===== src/rtl/stx_pkg.sv =====
package stx_pkg;

  typedef enum logic {
    FMT_LEFT_JUST = 1'b0,
    FMT_I2S       = 1'b1
  } fmt_e;

  // slots of delay between frame clock edge and MSB
  function automatic int lead_slots(fmt_e f);
    return (f == FMT_I2S) ? 1 : 0;
  endfunction

endpackage


===== src/rtl/stx_bit_sel.sv =====
module stx_bit_sel
  import stx_pkg::*;
#(
  parameter int WORD_W = 18,
  parameter int SLOT_W = 5
) (
  input  logic [WORD_W-1:0] word_i,
  input  logic [SLOT_W-1:0] slot_i,
  input  fmt_e              fmt_i,
  output logic              bit_o
);

  always_comb begin
    int d;
    d     = int'(slot_i) - lead_slots(fmt_i);
    bit_o = 1'b0;
    if (d >= 0 && d < WORD_W) bit_o = word_i[WORD_W-1-d];
  end

endmodule


===== src/rtl/stx_mclk_div.sv =====
module stx_mclk_div #(
  parameter int DIV        = 4,
  parameter int FRAME_BITS = 64,
  localparam int DIV_W     = $clog2(DIV),
  localparam int CNT_W     = $clog2(DIV * FRAME_BITS),
  localparam int SLOT_W    = CNT_W - 1 - DIV_W
) (
  input  logic              clk_i,
  input  logic              rst_ni,
  input  logic              en_i,
  input  logic              i2s_i,
  output logic              sclk_o,
  output logic              lrck_o,
  output logic [SLOT_W-1:0] slot_o,
  output logic              left_o,
  output logic              frame_start_o
);

  logic [CNT_W-1:0] cnt_q;

  always_ff @(posedge clk_i or negedge rst_ni) begin
    if (!rst_ni)   cnt_q <= '0;
    else if (en_i) cnt_q <= cnt_q + 1'b1;
    else           cnt_q <= '0;
  end

  assign sclk_o        = en_i & cnt_q[DIV_W-1];
  // left half is the first half of the count; polarity flips for I2S
  assign lrck_o        = en_i & (cnt_q[CNT_W-1] ~^ i2s_i);
  assign slot_o        = cnt_q[CNT_W-2:DIV_W];
  assign left_o        = ~cnt_q[CNT_W-1];
  assign frame_start_o = en_i & (&cnt_q);


  sclk_high_hold_chk: assert property (@(posedge clk_i) disable iff (!rst_ni)
    en_i && $past(en_i) && $rose(sclk_o) |=> sclk_o);

  sclk_low_hold_chk: assert property (@(posedge clk_i) disable iff (!rst_ni)
    en_i && $past(en_i) && $fell(sclk_o) |=> !sclk_o);

  lrck_on_fall_chk: assert property (@(posedge clk_i) disable iff (!rst_ni)
    en_i && $past(en_i) && !$stable(lrck_o) |-> $fell(sclk_o));

endmodule


===== src/rtl/stx_slave_trk.sv =====
module stx_slave_trk #(
  parameter int SLOT_W = 5,
  parameter int SYNC_N = 2
) (
  input  logic              clk_i,
  input  logic              rst_ni,
  input  logic              en_i,
  input  logic              i2s_i,
  input  logic              sclk_i,
  input  logic              lrck_i,
  output logic [SLOT_W-1:0] slot_o,
  output logic              left_o,
  output logic              frame_start_o
);

  // SYNC_N synchronizer flops plus one history flop for edge detection
  logic [SYNC_N:0] sclk_sh_q, lrck_sh_q;
  logic            lr_edge, sc_fall, new_left;
  logic [SLOT_W-1:0] slot_q;
  logic            left_q;

  always_ff @(posedge clk_i or negedge rst_ni) begin
    if (!rst_ni) begin
      sclk_sh_q <= '0;
      lrck_sh_q <= '0;
    end else begin
      sclk_sh_q <= {sclk_sh_q[SYNC_N-1:0], sclk_i};
      lrck_sh_q <= {lrck_sh_q[SYNC_N-1:0], lrck_i};
    end
  end

  assign lr_edge  = lrck_sh_q[SYNC_N-1] ^ lrck_sh_q[SYNC_N];
  assign sc_fall  = ~sclk_sh_q[SYNC_N-1] & sclk_sh_q[SYNC_N];
  assign new_left = lrck_sh_q[SYNC_N-1] ^ i2s_i;

  always_ff @(posedge clk_i or negedge rst_ni) begin
    if (!rst_ni) begin
      slot_q <= '0;
      left_q <= 1'b0;
    end else if (!en_i) begin
      slot_q <= '0;
      left_q <= 1'b0;
    end else if (lr_edge) begin
      slot_q <= '0;
      left_q <= new_left;
    end else if (sc_fall && !(&slot_q)) begin
      slot_q <= slot_q + 1'b1;
    end
  end

  assign slot_o        = slot_q;
  assign left_o        = left_q;
  assign frame_start_o = en_i & lr_edge & new_left;


  slot_restart_chk: assert property (@(posedge clk_i) disable iff (!rst_ni)
    en_i && lr_edge |=> slot_o == '0);

  slot_step_chk: assert property (@(posedge clk_i) disable iff (!rst_ni)
    en_i && $past(en_i) && !$stable(slot_o) |->
      (slot_o == '0 || slot_o == SLOT_W'($past(slot_o) + 1'b1)));

endmodule


===== src/rtl/stereo_ser_tx.sv =====
module stereo_ser_tx
  import stx_pkg::*;
#(
  parameter int WORD_W     = 18,
  parameter int FRAME_BITS = 64,
  parameter int MCLK_DIV   = 4
) (
  input  logic              clk_i,
  input  logic              rst_ni,
  input  logic              master_i,
  input  logic              fmt_i2s_i,
  input  logic              pair_valid_i,
  input  logic [WORD_W-1:0] left_i,
  input  logic [WORD_W-1:0] right_i,
  input  logic              sclk_i,
  input  logic              lrck_i,
  output logic              sdata_o,
  output logic              sclk_o,
  output logic              lrck_o
);

  localparam int SLOT_W = $clog2(FRAME_BITS / 2);

  logic [SLOT_W-1:0] m_slot, s_slot, slot;
  logic              m_left, s_left, in_left;
  logic              m_fs, s_fs, frame_start;
  logic [WORD_W-1:0] pend_l_q, pend_r_q, hold_l_q, hold_r_q, cur_word;

  stx_mclk_div #(.DIV(MCLK_DIV), .FRAME_BITS(FRAME_BITS)) u_div (
    .clk_i, .rst_ni, .en_i(master_i), .i2s_i(fmt_i2s_i),
    .sclk_o, .lrck_o, .slot_o(m_slot), .left_o(m_left), .frame_start_o(m_fs)
  );

  stx_slave_trk #(.SLOT_W(SLOT_W), .SYNC_N(2)) u_trk (
    .clk_i, .rst_ni, .en_i(~master_i), .i2s_i(fmt_i2s_i),
    .sclk_i, .lrck_i, .slot_o(s_slot), .left_o(s_left), .frame_start_o(s_fs)
  );

  assign slot        = master_i ? m_slot : s_slot;
  assign in_left     = master_i ? m_left : s_left;
  assign frame_start = master_i ? m_fs   : s_fs;

  always_ff @(posedge clk_i or negedge rst_ni) begin
    if (!rst_ni) begin
      pend_l_q <= '0;
      pend_r_q <= '0;
      hold_l_q <= '0;
      hold_r_q <= '0;
    end else begin
      if (pair_valid_i) begin
        pend_l_q <= left_i;
        pend_r_q <= right_i;
      end
      if (frame_start) begin
        hold_l_q <= pair_valid_i ? left_i  : pend_l_q;
        hold_r_q <= pair_valid_i ? right_i : pend_r_q;
      end
    end
  end

  assign cur_word = in_left ? hold_l_q : hold_r_q;

  stx_bit_sel #(.WORD_W(WORD_W), .SLOT_W(SLOT_W)) u_sel (
    .word_i(cur_word), .slot_i(slot), .fmt_i(fmt_e'(fmt_i2s_i)), .bit_o(sdata_o)
  );


  data_on_fall_chk: assert property (@(posedge clk_i) disable iff (!rst_ni)
    master_i && $past(master_i) && !$fell(sclk_o) |-> $stable(sdata_o));

  hold_stable_chk: assert property (@(posedge clk_i) disable iff (!rst_ni)
    !frame_start |=> $stable(hold_l_q) && $stable(hold_r_q));

  pad_low_chk: assert property (@(posedge clk_i) disable iff (!rst_ni)
    int'(slot) > WORD_W |-> !sdata_o);

  i2s_lead_chk: assert property (@(posedge clk_i) disable iff (!rst_ni)
    fmt_i2s_i && slot == '0 |-> !sdata_o);

  slave_clk_quiet_chk: assert property (@(posedge clk_i) disable iff (!rst_ni)
    !master_i |-> !sclk_o && !lrck_o);

endmodule


===== config.mk =====
export PLATFORM = sky130hd
export DESIGN_NAME = stereo_ser_tx
export DESIGN_NICKNAME = d
export VERILOG_FILES = /design/src/rtl/stx_pkg.sv /design/src/rtl/stx_bit_sel.sv /design/src/rtl/stx_mclk_div.sv /design/src/rtl/stx_slave_trk.sv /design/src/rtl/stereo_ser_tx.sv
export SDC_FILE = /design/constraint.sdc
export NUM_CORES = 1
export LEC_CHECK = 0
export ABC_AREA = 1
export BUFFER_PORTS_ARGS = -buffer_cell sky130_fd_sc_hd__buf_2
export CAP_MARGIN = 20
export CORE_UTILIZATION = 50
export DETAILED_ROUTE_END_ITERATION = 8
export GPL_ROUTABILITY_DRIVEN = 1
export MAX_ROUTING_LAYER = met4
export PLACE_DENSITY = 0.7
export SYNTH_ARGS = -nofsm -noshare
export SYNTH_HDL_FRONTEND = slang
export SYNTH_SLANG_ARGS = --single-unit

===== constraint.sdc =====
create_clock -name clk_i -period 3.2 [get_ports clk_i]
set_clock_uncertainty 0.15 [all_clocks]
set_input_delay 0.32 -clock clk_i [delete_from_list [all_inputs] [get_ports clk_i]]
set_output_delay 0.32 -clock clk_i [all_outputs]
set_load 0.1 [all_outputs]

==> qor.yml, run 1 <==
status: "finished clean"
drcViolationCount: 0
clock.fmax_mhz: 324.2
wl_per_cell_um: 13.86
via_per_inst: 5.257
synth_fp_nets: 513
finalMaxSlewViolations: 0
r2r_setup_slack_ns: 0.91
grt_pass1_wl_um: 14590
min_to: "pend_l_q[0]$_DFF_PN0_"
r2r_cells: 10
worstHoldStart: "left_i[0]"
maxSlewHeadroom: 0.4209
cp_data_arrival_time_ns: 2.61
timing.rr.end: "u_trk.slot_o[3]$_DFFE_PN0P_"
syn_avg_cell_area_um2: 9.360
finalWorstPathRequiredPeriod_ns: 3.085
hold_violations: 0
crit_path_start: "u_trk.slot_o[0]$_DFFE_PN0P_"
setup_viol: 0
place_congestion: 0.8628
drtPass1Iterations: 5
ys_seq_elements: 92
drt_iter0_drc: 202
cts_sinks: 92
hold_class: "primary input to flop"
power_uw: 2829
grt_max_degree: 71
endpoint_kind: "output port"
path_class: "flop to output port"
ios: 46
antenna_found_initial: 0
dieArea_um2: 9024
power.leakage_uw: 0.002427
synth-seq-area-share: 0.5324
whs_path_depth: 2
crit_fanout: 4
dp_hpwl_um: 5743
area_growth_pct: 15.65
cellPowerDensity_nw_per_um2: 565.7
die_h_um: 95.00
fp.dieW_um: 95.00
gr-total-overflow: 0
io_buffers: 45
antenna_cells: 0
core_um2: 8299
routed_wl_um: 8624
grt_usage: 0.2151
yosysUniqueCellTypes: 31
cp.required_ns: 2.73
synth_top_area_frac: 0.5324
nets: 563
timing.hold.ws_ns: 0.06050
crit_path_start_kind: "flop"
synth_area_um2: 4324
yosysTopAreaCell: "dfrtp_1"
tightest_slew_ns: 0.8686
initial_core_util: 0.5210
grt_pass1_vias: 3168
maxCapViolations: 0
ir_drop_uv: 320.5
synthCells: 462
yosysWarnings: 0
antenna_left: 0
clk_latency_ns: 0.35
reg2reg_from: "u_trk.slot_o[0]$_DFFE_PN0P_"
cts_buffers: 9
path_clk_slew_ns: 0.09
cts.path.max_buffers: 2
htreeDepth: 3
root_buffer: "clkbuf_8"
vias: 3270
fill_cells: 715
cts_tree: "done"
netlist_top_cells_area: "dfrtp_1 (53%), nand2_1 (11%), mux2_2 (9.4%)"
layout-drive-gt1-share: 0.2631
placementRows: 33
period_share: 0.9640
-- final cells by class --
cell class,count,area (um2),area share
repair buffers,60,375.4,0.07506
flip-flops and latches,92,2302,0.4603
clock buffers,10,137.6,0.02752
multi-input cells,318,1841,0.3680
well taps,105,131.4,0.02627
inverters,31,120.1,0.02402
clock inverters,6,93.84,0.01876
-- worst max path at each step --
stage	endpoint	slack, ns	depth (start not counted)
floorplan	sdata_o	0.19	17
global placement	sdata_o	0.27	14
detailed placement	sdata_o	0.21	14
CTS	sdata_o	0.02	16
global route	sdata_o	-0.01	15
finish	sdata_o	0.12	16
-- per-layer routing --
metal / global-route usage / vias to the layer above / routed length, um
met5: - / - / 0
met4: 0.05556 / 0 / 102
met3: 0.04509 / 13 / 379
met2: 0.3279 / 88 / 3979
met1: 0.2933 / 1538 / 4161
li1: - / 1631 / -
-- critical path, cell delays in order, from the launching register on --
cell and delay (ns):
dfrtp_1 0.42, inv_1 0.09, nand2_1 0.05, o21ai_1 0.08
ha_2 0.23, ha_4 0.15, nand2_4 0.06, nor2_4 0.11
ha_4 0.21, inv_1 0.06, nand2_2 0.06, and3_1 0.14
ha_1 0.17, a21boi_2 0.14, nand2_1 0.08, inv_2 0.05
buf_12 0.15
-- registers in the layout, summed over array words and instances, names as in the netlist --
| signal | cells |
|---|---|
| hold_l_q | 18 |
| hold_r_q | 18 |
| pend_l_q | 18 |
| pend_r_q | 18 |
| u_div.cnt_q | 8 |
| u_trk.slot_o | 5 |
| u_trk.lrck_sh_q | 3 |
| u_trk.sclk_sh_q | 3 |
| u_trk.left_o | 1 |
-- what timing repair did --
item                                    4_1_cts  5_1_grt
setup buffers                                 0        5
endpoints found under the setup margin        1        1
resized for setup                             3       17
hold buffers                                  3        0
hold endpoints to repair                     70        0
pin swaps                                     0        6
-- synth_stat cells (all sizes together) --
library cell / instances
o211ai: 2
buf: 19
xnor2: 1
a31oi: 1
inv: 30
nor4: 1
dfrtp: 92
a21boi: 1
ha: 8
clkbuf: 2
nor3: 9
a211oi: 1
o21ai: 18
nand2: 134
and3: 1
nand3b: 1
nand3: 77
mux2: 36
a21oi: 10
clkinv: 1
nor2: 17
-- power breakdown --
part           total (uW)  leakage (uW)  switching, uW  internal [uW]
clock                 894      0.000114            424            470
sequential           1380       0.00113           73.2           1310
combinational         551       0.00118            317            234
total                2830       0.00243            814           2010
-- stage by stage --
step	TNS (ns)	setup WS [ns]	util	instance area [um2]	std cells
after floorplan	0	0.1900	-	4324	462
after global placement	0	0.2709	0.5554	4609	598
after detailed placement	0	0.2136	0.5554	4609	598
after CTS	0	0.02478	0.5899	4896	617
after global routing	-0.01460	-0.01460	0.6026	5001	622
final	0	0.1151	0.6026	5001	622
-- kinds of logic after synthesis --
logic type	count (synthesis)	share of synthesized area
muxes	36	0.09375
DFF	92	0.5324
adders and majority gates	8	0.02315
and+or+nand+nor	240	0.2462
AOI/OAI and AO/OA	33	0.04283
buffers and inverters	52	0.05960
xor gates and xnor gates	1	0.002026
-- cell usage in the layout (no fill, tap or decap), drive strengths merged --
master / instances
a211oi: 1
a21boi: 1
a21oi: 10
a31oi: 1
and3: 1
buf: 57
bufinv: 2
clkbuf: 10
clkinv: 1
clkinvlp: 2
dfrtp: 92
dlygate4sd3: 3
ha: 8
inv: 32
mux2: 36
nand2: 134
nand3: 77
nand3b: 1
nor2: 17
nor3: 9
nor4: 1
o211ai: 2
o21ai: 18
xnor2: 1
No activity file was read; power rests on OpenSTA's default activity.
==> inputs of run 2 (changes only) <==
CORE_UTILIZATION = 45   (was 50)
PLACE_DENSITY = not set   (was 0.7)
==> run 2 against run 1 <==
Against the previous run:
- critical path depth unchanged
- non-clock buffer count up 1
- sequential power about the same
- design area down 0.13%
- register-to-register slack worse by 0.05 ns
- wire length up 2.4%
- critical path type unchanged
- via count down 1.3%
- critical endpoint unchanged
- largest cell class unchanged
==> qor.yml, run 2 (synthesis results as in run 1) <==
antenna_left: 0  # unchanged
ir_drop_uv: 274.3  # was 320.5 uV
grt_usage: 0.1998  # was 0.2151
die_h_um: 100.0  # was 95.00 um
cts_buffers: 9  # unchanged
cp_data_arrival_time_ns: 2.62  # was 2.61 ns
post-place-cells: 621  # was 598
drtPass1Iterations: 4  # was 5
finalMaxSlewViolations: 0  # unchanged
finalWorstPathRequiredPeriod_ns: 3.091  # was 3.085 ns
drt_iter0_drc: 169  # was 202
cts.path.max_buffers: 2  # unchanged
p_comb_frac: 0.206  # was 0.195
ios: 46  # unchanged
drcViolationCount: 0  # unchanged
grt_pass1_vias: 3102  # was 3,168
htreeDepth: 3  # unchanged
fp.dieW_um: 100.0  # was 95.00 um
switching_power_uw: 813.9  # was 814.0 uW
path_clk_slew_ns: 0.10  # was 0.09 ns
vias: 3228  # was 3,270
wl_per_cell_um: 13.64  # was 13.86 um
final_cells: 647  # was 622
dieArea_um2: 10010  # was 9024 um2
cts_sinks: 92  # unchanged
intPower_uw: 1830  # was 2015 uW
tightest_slew_ns: 0.7522  # was 0.8686 ns
fin_area_um2: 4995  # was 5001 um2
layout-drive-gt1-share: 0.2722  # was 0.2631
timing.hold.ws_ns: 0.04749  # was 0.06050 ns
rsz0062_at_grt: "yes"
placementRows: 35  # was 33
crit_fanout: 3  # was 4
gr-total-overflow: 0  # unchanged
path_class: "flop to output port"  # unchanged
mostFrequentLayoutCells: "nand2_1 (126), dfrtp_1 (92), nand3_1 (75)"  # was nand2_1 (127), dfrtp_1 (92), nand3_1 (76)
final_common_cell: "nand2_1"  # unchanged
routed_wl_um: 8828  # was 8624 um
via_per_inst: 4.989  # was 5.257
place_area_um2: 4644  # was 4609 um2
dp_hpwl_um: 5810  # was 5743 um
place_congestion: 0.8614  # was 0.8628
p_sw_frac: 0.3078  # was 0.2878
grt_pass1_wl_um: 15210  # was 14,590 um
power.leakage_uw: 0.002399  # was 0.002427 uW
cellPowerDensity_nw_per_um2: 529.4  # was 565.7 nW/um2
core_um2: 9284  # was 8299 um2
setup_viol: 0  # unchanged
seqPwrFrac: 0.522  # was 0.489
antenna_cells: 0  # unchanged
cts_tree: "done"  # unchanged
clockPowerShare: 0.272  # was 0.316
crit_path_start_kind: "flop"  # unchanged
initial_core_util: 0.4658  # was 0.5210
maxCapViolations: 0  # unchanged
root_buffer: "clkbuf_8"  # unchanged
status: "finished clean"  # unchanged
period_share: 0.9659  # was 0.9640
antenna_found_initial: 0  # unchanged
utilization: 0.5380  # was 0.6026
area_growth_pct: 15.51  # was 15.65%
clk_latency_ns: 0.36  # was 0.35 ns
nets: 564  # was 563
maxSlewHeadroom: 0.4985  # was 0.4209
io_buffers: 45  # unchanged
hold_violations: 0  # unchanged
cp.required_ns: 2.73  # about the same
clock.fmax_mhz: 323.5  # was 324.2 MHz
endpoint_kind: "output port"  # unchanged
grt_max_degree: 93  # was 71
hold_class: "primary input to flop"  # unchanged
## run 2: path summary, 6_finish.rpt
kind	from	end	slack, ns	cells past startpoint
max	u_trk.slot_o[0]$_DFFE_PN0P_	sdata_o	0.11	16
min	right_i[3]	pend_r_q[3]$_DFF_PN0_	0.05	2
max reg2reg	u_trk.slot_o[0]$_DFFE_PN0P_	u_trk.slot_o[3]$_DFFE_PN0P_	0.86	11
min reg2reg	u_trk.lrck_sh_q[0]$_DFF_PN0_	u_trk.lrck_sh_q[1]$_DFF_PN0_	0.21	0
max in group asynchronous	rst_ni	hold_r_q[10]$_DFFE_PN0P_	2.12	3
min in group asynchronous	rst_ni	u_div.cnt_q[5]$_DFF_PN0_	0.38	3
## run 2: power groups by stage
stage,Combinational [uW],Clock [uW],Sequential [uW]
floorplan,375,0,1380
global placement,499,0,1400
detailed placement,505,0,1410
CTS,522,742,1380
global route,622,789,1400
finish,545,718,1380
## run 2: what timing repair did
action,4_1_cts,5_1_grt
pin swaps,2,9
buffers inserted,1,6
gates resized for setup,5,20
hold buffers,3,0
setup endpoints to repair,1,1
hold endpoints to repair,94,0
## run 2: routing by layer
layer  track usage  vias to the layer above  share of wire
li1              -                     1621              -
met1        0.2815                     1546           0.51
met2        0.2934                       53           0.45
met3       0.03969                        8          0.031
met4       0.06020                        0          0.014
met5             -                        -              0
## run 2: layout make-up
cell class,instances,area [um2]
fillers,895,4289
flip-flops and latches,92,2302
multi-input cells,318,1853
repair buffers,61,382.9
well taps,129,161.4
clock buffers,10,127.6
inverters,31,120.1
clock inverters,6,47.55
## run 2: metrics by stage
step / setup slack [ns] / setup TNS [ns] / total power (uW)
5_1_grt: -0.04714 / -0.04714 / 2809
2_1_floorplan: 0.1900 / 0 / 1756
3_5_place_dp: 0.1670 / 0 / 1911
3_3_place_gp: 0.2277 / 0 / 1898
6_report: 0.1091 / 0 / 2644
4_1_cts: 0.04264 / 0 / 2647
## run 2: worst max-delay path, cell delays in order, from the launching register on
cell      delay, ns
dfrtp_1        0.41
inv_2          0.06
nand2_1        0.04
o21ai_1        0.08
ha_2           0.25
ha_4           0.16
nand2_4        0.06
nor2_4         0.13
ha_4           0.22
inv_1          0.05
nand2_1        0.06
and3_1         0.15
ha_2           0.16
a21boi_2       0.14
nand2_1        0.08
inv_2          0.05
buf_12         0.16
==> inputs of run 3 (changes only) <==
CTS_BUF_LIST = sky130_fd_sc_hd__clkbuf_2 sky130_fd_sc_hd__clkbuf_4 sky130_fd_sc_hd__clkbuf_8   (was not set)
==> run 3 against run 2 <==
Against the previous run:
- largest power group unchanged
- utilization hardly changed
- largest cell class unchanged
- critical path depth is the same
- die area stayed put
- hold slack about the same
- maximum frequency about the same
- register-to-register slack is essentially flat
- sequential power about the same
- design area hardly changed
- first-iteration DRC count is the same
- global-route usage unchanged
- final cell count stayed put
- combinational power about the same
==> qor.yml, run 3 (synthesis results as in run 1) <==
status: "finished clean"  # unchanged
htreeDepth: 3  # unchanged
antenna_cells: 0  # unchanged
fin_area_um2: 4999  # was 4995 um2
cts_tree: "done"  # unchanged
hold_class: "primary input to flop"  # unchanged
place_area_um2: 4644  # unchanged
layout-drive-gt1-share: 0.2741  # was 0.2722
core_um2: 9284  # unchanged
antenna_found_initial: 0  # unchanged
vias: 3220  # was 3,228
layout_setup_ws_ns: 0.1091  # about the same
finalMaxSlewViolations: 0  # unchanged
ios: 46  # unchanged
period_share: 0.9659  # about the same
crit_fanout: 3  # unchanged
grt_pass1_vias: 3102  # unchanged
grt_usage: 0.1998  # unchanged
drt_iter0_drc: 169  # unchanged
placementRows: 35  # unchanged
ir_drop_uv: 274.4  # was 274.3 uV
met1Wirelength_um: 4479  # was 4476 um
crit_path_start_kind: "flop"  # unchanged
dieArea_um2: 10010  # unchanged
cellPowerDensity_nw_per_um2: 530.7  # was 529.4 nW/um2
gr-total-overflow: 0  # unchanged
routed_wl_um: 8829  # was 8828 um
cpMaxStageDelayCell: "dfrtp_1"  # unchanged
power_uw: 2653  # was 2644 uW
clock.fmax_mhz: 323.5  # about the same
crit_family: "adder cells"  # unchanged
drcViolationCount: 0  # unchanged
final_common_cell: "nand2_1"  # unchanged
cts_buffers: 9  # unchanged
cp_data_arrival_time_ns: 2.62  # about the same
path_class: "flop to output port"  # unchanged
path_cells: "inv_2 > nand2_1 > o21ai_1 > ha_2 > ha_4 > nand2_4 > nor2_4 > ha_4 > inv_1 > nand2_1 > and3_1 > ha_2 > a21boi_2 > nand2_1 > inv_2 > buf_12"  # unchanged
met2_length_um: 3961  # was 3959 um
cts.path.max_buffers: 2  # unchanged
nets: 564  # unchanged
maxCapViolations: 0  # unchanged
io_buffers: 45  # unchanged
fp.dieW_um: 100.0  # unchanged
place_congestion: 0.8614  # unchanged
grt_pass1_wl_um: 15210  # unchanged
cp.required_ns: 2.73  # about the same
die_h_um: 100.0  # unchanged
tightest_slew_ns: 0.7522  # unchanged
cts_sinks: 92  # unchanged
endpoint_kind: "output port"  # unchanged
dp_hpwl_um: 5810  # unchanged
antenna_left: 0  # unchanged
grt_max_degree: 93  # unchanged
hold_violations: 0  # unchanged
wl_per_cell_um: 13.65  # was 13.64 um
route.met3.wl_um: 265  # was 270 um
drtPass1Iterations: 4  # unchanged
area_growth_pct: 15.60  # was 15.51%
path_common_cell: "nand2_1"  # unchanged
initial_core_util: 0.4658  # unchanged
path_clk_slew_ns: 0.10  # about the same
crit_buf_inv: 4  # unchanged
root_buffer: "clkbuf_8"  # unchanged
maxSlewHeadroom: 0.4985  # unchanged
rsz0062_at_grt: "yes"  # unchanged
clk_latency_ns: 0.36  # about the same
setup_viol: 0  # unchanged
maxUsedRoutingLayer: "met4"  # unchanged
critPathMaxStageDelay_ns: 0.41  # about the same
via_per_inst: 4.977  # was 4.989
pre_cts_ws_ns: 0.1670  # unchanged
finalWorstPathRequiredPeriod_ns: 3.091  # about the same
power.leakage_uw: 0.002403  # was 0.002399 uW
mostFrequentLayoutCells: "nand2_1 (126), dfrtp_1 (92), nand3_1 (75)"  # unchanged
## run 3: power by group
group,switching [uW],internal (uW),leakage (uW),total [uW]
registers,70.1,1310,0.00113,1380
clock network,429,298,0.0000842,727
logic,315,230,0.00119,545
## run 3: routing by layer
metal	up-vias	global-route usage
met5	-	-
met4	0	0.06020
met3	8	0.03969
met2	51	0.2934
met1	1540	0.2815
li1	1621	-
## run 3: area by class of cell
| type | instances | area [um2] |
|---|---|---|
| fill | 893 | 4285 |
| sequential | 92 | 2302 |
| multi-input combinational | 318 | 1853 |
| timing repair buffer | 61 | 382.9 |
| tap | 129 | 161.4 |
| clock buffer | 10 | 131.4 |
| inverter | 31 | 120.1 |
| clock inverter | 6 | 47.55 |
## run 3: stage by stage
stage                       util  hold WS, ns  setup TNS (ns)  cells
after global placement    0.5003       0.1851               0    621
after detailed placement  0.5003       0.1912               0    621
after global routing      0.5384      0.04154        -0.04714    647
after floorplan                -      -0.1256               0    462
final                     0.5384      0.04745               0    647
after CTS                 0.5266      0.03563               0    641
## run 3: final timing paths
check | from | to | slack (ns) | cells past startpoint
setup / recovery | u_trk.slot_o[0]$_DFFE_PN0P_ | sdata_o | 0.11 | 16
hold / removal | right_i[3] | pend_r_q[3]$_DFF_PN0_ | 0.05 | 2
setup reg to reg | u_trk.slot_o[0]$_DFFE_PN0P_ | u_trk.slot_o[3]$_DFFE_PN0P_ | 0.86 | 11
hold reg to reg | u_trk.lrck_sh_q[0]$_DFF_PN0_ | u_trk.lrck_sh_q[1]$_DFF_PN0_ | 0.21 | 0
max in group asynchronous | rst_ni | hold_r_q[10]$_DFFE_PN0P_ | 2.11 | 3
min in group asynchronous | rst_ni | u_div.cnt_q[5]$_DFF_PN0_ | 0.38 | 3
## run 3: what timing repair did
action                                  4_1_cts  5_1_grt
cloned                                        0        0
gates resized for setup                       5       20
endpoints found under the setup margin        1        1
setup buffers                                 1        6
hold endpoints to repair                     94        0
hold buffers                                  3        0
pin swaps                                     2        9
